`config.mk`:
```
export PLATFORM = sky130hd
export DESIGN_NAME = ovs_pixel_avg
export DESIGN_NICKNAME = d
export VERILOG_FILES = /design/src/rtl/ovs_pkg.sv /design/src/rtl/ovs_cfg.sv /design/src/rtl/ovs_seq.sv /design/src/rtl/ovs_lane.sv /design/src/rtl/ovs_pixel_avg.sv
export SDC_FILE = /design/constraint.sdc
export NUM_CORES = 1
export LEC_CHECK = 0
export BUFFER_PORTS_ARGS = -buffer_cell sky130_fd_sc_hd__buf_2
export CORE_MARGIN = 2
export CORE_UTILIZATION = 40
export CTS_CLUSTER_SIZE = 25
export DETAILED_ROUTE_END_ITERATION = 6
export PLACE_DENSITY_LB_ADDON = 0.12
export SYNTH_ARGS = -nofsm -noshare
export SYNTH_HDL_FRONTEND = slang
export SYNTH_SLANG_ARGS = --single-unit
```
`constraint.sdc`:
```
create_clock -name clk -period 2.49 [get_ports clk]
set_input_delay 0.1245 -clock clk [delete_from_list [all_inputs] [get_ports clk]]
set_output_delay 0.1245 -clock clk [all_outputs]
set_load 0.02 [all_outputs]
```
`src/rtl/ovs_pkg.sv`:
```
package ovs_pkg;
  typedef enum logic [1:0] {
    OVS_X4   = 2'b00,
    OVS_X8   = 2'b01,
    OVS_X16  = 2'b10,
    OVS_RSVD = 2'b11
  } ovs_code_e;

  localparam int unsigned LOG_MAX = 4;

  function automatic logic [2:0] shift_of(input ovs_code_e code);
    case (code)
      OVS_X8:  return 3'd3;
      OVS_X16: return 3'd4;
      default: return 3'd2;
    endcase
  endfunction

  function automatic logic [LOG_MAX-1:0] last_idx(input ovs_code_e code);
    case (code)
      OVS_X8:  return LOG_MAX'(7);
      OVS_X16: return LOG_MAX'(15);
      default: return LOG_MAX'(3);
    endcase
  endfunction
endpackage

```
`src/rtl/ovs_cfg.sv`:
```
module ovs_cfg
  import ovs_pkg::*;
(
  input  logic      clk,
  input  logic      rst_n,
  input  logic      cfg_shift,
  input  logic      cfg_sdi,
  input  logic      cfg_load,
  output ovs_code_e pend_code
);
  logic [1:0] sr_q;

  always_ff @(posedge clk) begin
    if (!rst_n) begin
      sr_q      <= 2'b00;
      pend_code <= OVS_X4;
    end else begin
      if (cfg_shift) sr_q <= {sr_q[0], cfg_sdi};
      if (cfg_load && ovs_code_e'(sr_q) != OVS_RSVD) pend_code <= ovs_code_e'(sr_q);
    end
  end
endmodule

```
`src/rtl/ovs_seq.sv`:
```
module ovs_seq
  import ovs_pkg::*;
#(
  parameter int unsigned OVR_W = 8
) (
  input  logic             clk,
  input  logic             rst_n,
  input  logic             sync,
  input  logic             smp_stb,
  input  ovs_code_e        pend_code,
  output logic             busy,
  output logic             start_evt,
  output logic             take_evt,
  output logic             last_evt,
  output logic             ovr_evt,
  output logic [2:0]       shift_act,
  output logic             res_valid,
  output logic [OVR_W-1:0] ovr_cnt
);
  localparam logic [OVR_W-1:0] OVR_MAX = '1;

  ovs_code_e          code_act;
  logic [LOG_MAX-1:0] cnt_q;

  assign start_evt = sync & ~busy;
  assign ovr_evt   = sync & busy;
  assign take_evt  = smp_stb & busy;
  assign last_evt  = take_evt && (cnt_q == last_idx(code_act));
  assign shift_act = shift_of(code_act);

  always_ff @(posedge clk) begin
    if (!rst_n) begin
      busy      <= 1'b0;
      cnt_q     <= '0;
      code_act  <= OVS_X4;
      res_valid <= 1'b0;
      ovr_cnt   <= '0;
    end else begin
      res_valid <= last_evt;
      if (start_evt) begin
        busy     <= 1'b1;
        cnt_q    <= '0;
        code_act <= pend_code;
      end else if (last_evt) begin
        busy <= 1'b0;
      end else if (take_evt) begin
        cnt_q <= cnt_q + 1'b1;
      end
      if (ovr_evt && ovr_cnt != OVR_MAX) ovr_cnt <= ovr_cnt + 1'b1;
    end
  end
endmodule

```
`src/rtl/ovs_lane.sv`:
```
module ovs_lane #(
  parameter int unsigned SMP_W = 14,
  parameter int unsigned OUT_W = 16,
  parameter int unsigned ACC_W = 18
) (
  input  logic             clk,
  input  logic             rst_n,
  input  logic             start_evt,
  input  logic             take_evt,
  input  logic             last_evt,
  input  logic [2:0]       shift_act,
  input  logic [SMP_W-1:0] sample,
  output logic [OUT_W-1:0] result
);
  logic [ACC_W-1:0] acc_q;
  logic [ACC_W-1:0] smp_ext;
  logic [ACC_W-1:0] sum_now;

  function automatic logic [OUT_W-1:0] avg_of(input logic [ACC_W-1:0] s,
                                               input logic [2:0] sh);
    logic [ACC_W-1:0] q;
    q = s >> sh;
    return q[OUT_W-1:0];
  endfunction

  assign smp_ext = ACC_W'(sample);
  assign sum_now = acc_q + smp_ext;

  always_ff @(posedge clk) begin
    if (!rst_n) begin
      acc_q  <= '0;
      result <= '0;
    end else begin
      if (start_evt)     acc_q <= '0;
      else if (take_evt) acc_q <= sum_now;
      if (last_evt) result <= avg_of(sum_now, shift_act);
    end
  end
endmodule

```
`src/rtl/ovs_pixel_avg.sv`:
```
module ovs_pixel_avg
  import ovs_pkg::*;
#(
  parameter int unsigned NUM_CH = 4,
  parameter int unsigned SMP_W  = 14,
  parameter int unsigned OUT_W  = 16,
  parameter int unsigned OVR_W  = 8
) (
  input  logic                    clk,
  input  logic                    rst_n,
  input  logic                    sync,
  input  logic                    smp_stb,
  input  logic [NUM_CH*SMP_W-1:0] smp_data,
  input  logic                    cfg_shift,
  input  logic                    cfg_sdi,
  input  logic                    cfg_load,
  output logic                    res_valid,
  output logic [NUM_CH*OUT_W-1:0] res_data,
  output logic [OVR_W-1:0]        ovr_cnt
);
  localparam int unsigned ACC_W = SMP_W + LOG_MAX;

  ovs_code_e  pend_code;
  logic       busy, start_evt, take_evt, last_evt, ovr_evt;
  logic [2:0] shift_act;

  ovs_cfg u_cfg (
    .clk(clk), .rst_n(rst_n), .cfg_shift(cfg_shift), .cfg_sdi(cfg_sdi),
    .cfg_load(cfg_load), .pend_code(pend_code)
  );

  ovs_seq #(.OVR_W(OVR_W)) u_seq (
    .clk(clk), .rst_n(rst_n), .sync(sync), .smp_stb(smp_stb),
    .pend_code(pend_code), .busy(busy), .start_evt(start_evt),
    .take_evt(take_evt), .last_evt(last_evt), .ovr_evt(ovr_evt),
    .shift_act(shift_act), .res_valid(res_valid), .ovr_cnt(ovr_cnt)
  );

  for (genvar c = 0; c < NUM_CH; c++) begin : g_lane
    ovs_lane #(.SMP_W(SMP_W), .OUT_W(OUT_W), .ACC_W(ACC_W)) u_lane (
      .clk(clk), .rst_n(rst_n), .start_evt(start_evt), .take_evt(take_evt),
      .last_evt(last_evt), .shift_act(shift_act),
      .sample(smp_data[c*SMP_W +: SMP_W]),
      .result(res_data[c*OUT_W +: OUT_W])
    );
  end
endmodule

```
==> flow_metrics.env, run 1 <==
export IMPL_status="complete, but fails checks"
export IMPL_violations="negative setup slack"
export IMPL_coreArea_um2=24960
export IMPL_yosys_area_share_simple_pct=20.50
export IMPL_cts_buffers=17
export IMPL_critPathLaunchType="register"
export IMPL_die_area_um2=26450
export IMPL_synth_distinct_cells=76
export IMPL_numPortBuffers=135
export IMPL_dieWidth_um=162.6
export IMPL_yosysTopAreaCell="dfxtp_1"
export IMPL_hold_viol_final=0
export IMPL_worstPathMaxFanout=3
export IMPL_dp_hpwl_mm=23.52
export IMPL_slew_headroom_pct=49.29
export IMPL_rsz0062_at_grt="yes"
export IMPL_finalCriticalPeriod_ns=2.597
export IMPL_boundaryPins=136
export IMPL_postSynthCellCount=1290
export IMPL_clock_path_buffers=2
export IMPL_fmax_ghz=0.3850
export IMPL_critPathCaptureType="register"
export IMPL_syn_area_per_cell_um2=7.802
export IMPL_synth_top_family_by_area="compound AO/OA/AOI/OAI gates"
export IMPL_synth_compound_area_share_pct=23.61
export IMPL_multiInputGateArea_um2=7286
export IMPL_hold_start="rst_n"
export IMPL_worst_pin_slew_ns=0.7606
export IMPL_post_route_period_util_pct=104.3
export IMPL_ff_latch_area_um2=3138
export IMPL_yosys_area_share_adder_pct=8.255
export IMPL_wl_per_cell_um=17.85
export IMPL_crit_arrival_ns=2.93
export IMPL_layout_nets=1667
export IMPL_synth_seq_area_share_pct=31.03
export IMPL_grt_max_degree=64
export IMPL_clock_latency_ns=0.44
export IMPL_p_per_area_nw_per_um2=503.0
export IMPL_finalClockSkew_ns=0.01365
export IMPL_area_growth_pct=35.75
export IMPL_cp_data_required_time_ns=2.82
export IMPL_drv_slew=0
export IMPL_drt_first_pass_iters=7
export IMPL_power_leakage_nw=5.802
export IMPL_synth_mux_area_share_pct=4.736
export IMPL_clock_sinks=156
export IMPL_grt_remaining_overflow=0
export IMPL_cpPeakStageDelay_ns=0.45
export IMPL_setup_ws_ns=-0.1072
export IMPL_detail_route_antenna_nets=0
export IMPL_layout_common_cells="buf_4 (158), nor2_1 (157), nand2_1 (157)"
export IMPL_cts_tree="built"
export IMPL_dr_first_iter_drc_count=688
export IMPL_yosysTopAreaCellShare_pct=31.03
export IMPL_drive_above_1_share_pct=31.81
export IMPL_syn_num_nets=1417
export IMPL_synth_ff_type="dfxtp_1"
export IMPL_ys_warn_count=0
export IMPL_reg2reg_from="g_lane[0].u_lane.acc_q[1]"
export IMPL_yosys_register_bits=156
export IMPL_min_path_type="primary input to register"
export IMPL_setup_violations=7
export IMPL_routed_via_count=10320
export IMPL_finalWirelength_mm=33.63
export IMPL_antenna_found_initial=1
export IMPL_vdd_ir_drop_max_mv=0.4021
export IMPL_clockRootBuffer="clkbuf_16"
export IMPL_netlist_area_um2=10060
export IMPL_worst_setup_path_type="register to register"
export IMPL_synth_edf_count=0
export IMPL_track_usage_pct=24.51
export IMPL_nFillCells=2402
export IMPL_path_cells="buf_4 > inv_1 > fa_2 > nor2b_4 > o2111a_1 > or3_4 > a31o_1 > a21oi_2 > xnor2_2 > mux4_2 > a22o_1"
export IMPL_final_common_cell="buf_4"
export IMPL_viasPerCell=5.475
export IMPL_grt_pass1_vias=9613
export IMPL_routabilityCongestion=0.8403
export IMPL_max_cap_violations=0
export IMPL_crit_path_start="g_lane[0].u_lane.acc_q[1]"
export IMPL_cp_slowest_cell="mux4_2"
export IMPL_start_util_pct=40.32
export IMPL_fin_tns_setup_ns=-0.3034
export IMPL_die_h_um=162.6
export IMPL_synth_area_top_cells="dfxtp_1 (31%), ha_1 (7.5%), nor2_1 (6.1%), nand2_1 (6.0%), a21oi_1 (5.9%)"
export IMPL_hold_ws_ns=0.04442
export IMPL_row_count=58
export IMPL_htreeDepth=4
export IMPL_post_route_drc_count=0
export IMPL_yosys_area_share_xor_xnor_pct=7.223
export IMPL_async_flop_share_pct=0
export IMPL_grt_pass1_wl_mm=51.14
export IMPL_clk_pin_slew_ns=0.07
-- cells in the mapped netlist, types with 12 or more instances --
library cell  count
nor3_1           29
xor2_1           38
nand4_1          13
clkbuf_1         53
o21ai_0          74
xnor2_1          45
mux2i_1          33
o21a_1           17
a31oi_1          12
a211oi_1         30
ha_1             60
a21o_1           12
dfxtp_1         156
inv_1            33
nand3_1          29
and2_1           12
buf_1            13
nor2_1          164
nand2_1         162
and3_1           14
a21oi_1         119
-- per-stage QoR --
stage / util [%] / setup WS (ns) / area [um^2] / instances / power, mW
2_1_floorplan: - / -0.07375 / 10090 / 1290 / 3.315
3_3_place_gp: 48.00 / -0.1540 / 11980 / 1823 / 3.749
3_5_place_dp: 48.00 / -0.2285 / 11980 / 1823 / 3.754
4_1_cts: 51.77 / -0.1422 / 12920 / 1867 / 6.792
5_1_grt: 54.72 / -0.1934 / 13660 / 1883 / 7.152
6_report: 54.73 / -0.1072 / 13660 / 1884 / 6.873
-- flip-flops by register name, summed over array words and instances, names as in the netlist --
signal                flops
u_cfg.pend_code           2
u_seq.busy                1
u_seq.ovr_cnt             8
u_seq.code_act            2
g_lane.u_lane.result     64
u_seq.res_valid           1
u_cfg.sr_q                2
g_lane.u_lane.acc_q      72
u_seq.cnt_q               4
-- layer usage --
metal	GRT usage, %	vias to the layer above	share of wire [%]
met3	4.864	48	5.3
met2	39.90	282	47
met5	0	-	0
met4	7.643	0	2.0
li1	-	5115	-
met1	32.77	4870	46
-- kinds of logic after synthesis --
family	after synthesis
buffers and inverters	108
AO/OA/AOI/OAI	368
flip-flops	156
AND/OR/NAND/NOR	467
XOR/XNOR	83
adder cells (fa/ha/maj)	64
multiplexers	44
-- final cells by class --
class / count / share of cell area, %
multi-input cells: 1026 / 53.32
repair buffers: 305 / 14.89
inverters: 34 / 0.9524
diodes: 1 / 0.01832
clock buffers: 17 / 3.114
clock inverters: 15 / 1.712
flip-flops and latches: 156 / 22.97
well taps: 330 / 3.022
-- worst max-delay path: cells and delay by family, from the launching register on --
kind / cells / cell delay [ns]
buffers and inverters: 2 / 0.21
adders and majority gates: 1 / 0.24
AOI/OAI and AO/OA: 4 / 0.79
xor gates and xnor gates: 1 / 0.09
and+or+nand+nor: 2 / 0.40
DFF: 1 / 0.32
muxes: 1 / 0.45
-- timing repair --
item,4_1_cts,5_1_grt
hold buffers,5,0
resized for setup,41,132
hold endpoints to repair,4,0
setup endpoints to repair,41,68
buffers inserted,7,17
pin swaps,36,78
-- path summary, 6_finish.rpt --
path                            endpoint  slack, ns  depth (start not counted)
max           g_lane[0].u_lane.result[5]      -0.11                         11
max reg2reg   g_lane[0].u_lane.result[5]      -0.11                         11
min reg2reg   g_lane[3].u_lane.result[2]       0.46                          1
min          g_lane[0].u_lane.result[12]       0.04                          3
-- power by group --
group | total, mW | switching [mW] | leakage [nW] | internal [mW]
logic | 1.31 | 0.726 | 4.22 | 0.588
registers | 2.56 | 0.0270 | 1.27 | 2.53
clock network | 3.00 | 1.20 | 0.317 | 1.80
total | 6.87 | 1.95 | 5.80 | 4.92
Note: power is estimated with default switching activity, not from simulation.
==> run 2: changes to the inputs <==
--- a/config.mk
+++ b/config.mk
@@ -10,7 +10,7 @@
 export CORE_UTILIZATION = 40
 export CTS_CLUSTER_SIZE = 25
 export DETAILED_ROUTE_END_ITERATION = 6
-export PLACE_DENSITY_LB_ADDON = 0.12
+export PLACE_DENSITY = 0.58
 export SYNTH_ARGS = -nofsm -noshare
 export SYNTH_HDL_FRONTEND = slang
 export SYNTH_SLANG_ARGS = --single-unit
==> flow_metrics.env, run 2 (synthesis results as in run 1) <==
export IMPL_viasPerCell=5.475
export IMPL_clock_latency_ns=0.44
export IMPL_detail_route_antenna_nets=0
export IMPL_wl_per_cell_um=17.53
export IMPL_post_route_util_pct=55.02
export IMPL_post_route_drc_count=0
export IMPL_max_cap_violations=0
export IMPL_grt_max_degree=65
export IMPL_die_h_um=162.6
export IMPL_dieWidth_um=162.6
export IMPL_worst_setup_path_type="register to register"
export IMPL_rsz0062_at_grt="yes"
export IMPL_placed_area_um2=12000
export IMPL_finalCriticalPeriod_ns=2.689
export IMPL_final_cells=1892
export IMPL_critPathLaunchType="register"
export IMPL_p_per_area_nw_per_um2=467.6
export IMPL_largest_register_ff_count=72
export IMPL_cts_tree="built"
export IMPL_track_usage_pct=23.89
export IMPL_grt_pass1_vias=9483
export IMPL_cp_data_required_time_ns=2.81
export IMPL_reg_largest_list="g_lane.u_lane.acc_q (72), g_lane.u_lane.result (64), u_seq.ovr_cnt (8)"
export IMPL_violations="negative setup slack"
export IMPL_drt_first_pass_iters=7
export IMPL_start_util_pct=40.32
export IMPL_boundaryPins=136
export IMPL_antenna_found_initial=0
export IMPL_clock_sinks=156
export IMPL_drive_above_1_share_pct=32.52
export IMPL_crit_arrival_ns=3.01
export IMPL_worst_pin_slew_ns=0.7733
export IMPL_cpPeakStageDelay_ns=0.48
export IMPL_numPortBuffers=135
export IMPL_cts_buffers=17
export IMPL_dp_hpwl_mm=22.97
export IMPL_finalWirelength_mm=33.16
export IMPL_setup_violations=12
export IMPL_cp_slowest_cell="mux4_2"
export IMPL_clock_path_buffers=2
export IMPL_largest_register="g_lane.u_lane.acc_q"
export IMPL_dp_cells=1826
export IMPL_die_area_um2=26450
export IMPL_final_common_cell="buf_4"
export IMPL_min_path_type="primary input to register"
export IMPL_fin_tns_setup_ns=-0.9149
export IMPL_htreeDepth=4
export IMPL_area_growth_pct=36.46
export IMPL_hold_viol_final=0
export IMPL_drv_slew=0
export IMPL_fmax_ghz=0.3718
export IMPL_finalClockSkew_ns=0.01082
export IMPL_dr_first_iter_drc_count=751
export IMPL_post_route_period_util_pct=108.0
export IMPL_slew_headroom_pct=48.45
export IMPL_routabilityCongestion=0.8475
export IMPL_coreArea_um2=24960
export IMPL_diodes=0
export IMPL_critPathCaptureType="register"
export IMPL_clockRootBuffer="clkbuf_16"
export IMPL_layout_nets=1676
export IMPL_status="complete, but fails checks"
export IMPL_setup_ws_ns=-0.1995
export IMPL_vdd_ir_drop_max_mv=0.3960
export IMPL_grt_remaining_overflow=0
export IMPL_layout_common_cells="buf_4 (160), nor2_1 (157), nand2_1 (156)"
export IMPL_worstPathMaxFanout=3
export IMPL_power_leakage_nw=5.801
export IMPL_routed_via_count=10360
export IMPL_row_count=58
export IMPL_path_cells="ha_4 > inv_2 > fa_2 > nor2b_4 > o2111a_1 > or3_4 > a31o_1 > a21oi_2 > xnor2_2 > mux4_2 > a22o_1"
export IMPL_final_area_um2=13730
export IMPL_clk_pin_slew_ns=0.07
export IMPL_grt_pass1_wl_mm=50.38
export IMPL_finalPower_mw=6.423
## run 2: cell count changes in the layout (fill, tap and decap cells not counted), moves of 3 or more
| cell | previous run | this run |
|---|---|---|
| buf_6 | 2 | 9 |
| bufinv_16 | 5 | 0 |
| a21oi_1 | 109 | 105 |
| a21oi_2 | 10 | 14 |
| clkinvlp_4 | 2 | 6 |
| dfxtp_1 | 146 | 149 |
| ha_1 | 47 | 44 |
| mux2i_4 | 0 | 3 |
| nor2_2 | 5 | 2 |
| nor2_4 | 2 | 5 |
| o221ai_1 | 8 | 5 |
| o221ai_2 | 0 | 3 |
| o311ai_2 | 4 | 1 |
## run 2: area by class of cell
| class | count | area, um^2 |
|---|---|---|
| fill | 2371 | 11230 |
| multi-input combinational | 1026 | 7393 |
| sequential | 156 | 3132 |
| timing repair buffer | 314 | 2128 |
| clock buffer | 18 | 429.2 |
| tap | 330 | 412.9 |
| inverter | 34 | 127.6 |
| clock inverter | 14 | 111.4 |
## run 2: timing repair
item | 4_1_cts | 5_1_grt
setup buffers | 11 | 22
pin swaps | 26 | 72
gates resized for setup | 38 | 158
hold buffers | 5 | 0
hold endpoints to repair | 4 | 0
setup endpoints to repair | 34 | 71
## run 2: final timing paths
path,from,to,slack (ns),depth (start not counted)
worst max-delay path,g_lane[0].u_lane.acc_q[0],g_lane[0].u_lane.result[5],-0.20,11
worst min-delay path,smp_data[14],g_lane[1].u_lane.acc_q[0],0.09,4
worst max register to register,g_lane[0].u_lane.acc_q[0],g_lane[0].u_lane.result[5],-0.20,11
worst min register to register,g_lane[2].u_lane.result[15],g_lane[2].u_lane.result[15],0.45,2
## run 2: through the flow
| step | hold WS [ns] | worst slack [ns] |
|---|---|---|
| finish | 0.09112 | -0.1995 |
| global route | 0.1011 | -0.2763 |
| CTS | 0.08350 | -0.1557 |
| detailed placement | 0.3406 | -0.2255 |
| global placement | 0.3366 | -0.1316 |
| floorplan | 0.2246 | -0.07375 |
## run 2: per-layer routing
layer	global-route usage, %	wire (um)	vias up
li1	-	-	5136
met1	33.05	15350	4889
met2	38.82	15410	289
met3	4.227	1781	45
met4	5.551	628	0
met5	0	0	-
## run 2: critical path, delay by kind of cell (launching register included)
kind / cells / cell delay (ns)
xor+xnor: 1 / 0.11
compound gates: 4 / 0.83
flops: 1 / 0.33
mux: 1 / 0.48
simple gates: 2 / 0.40
fa+ha+maj: 2 / 0.38
buf+inv: 1 / 0.05
## run 2: power breakdown
group          internal [mW]  switching [mW]
clock                   1.29            1.22
sequential              2.53          0.0275
combinational          0.608           0.738
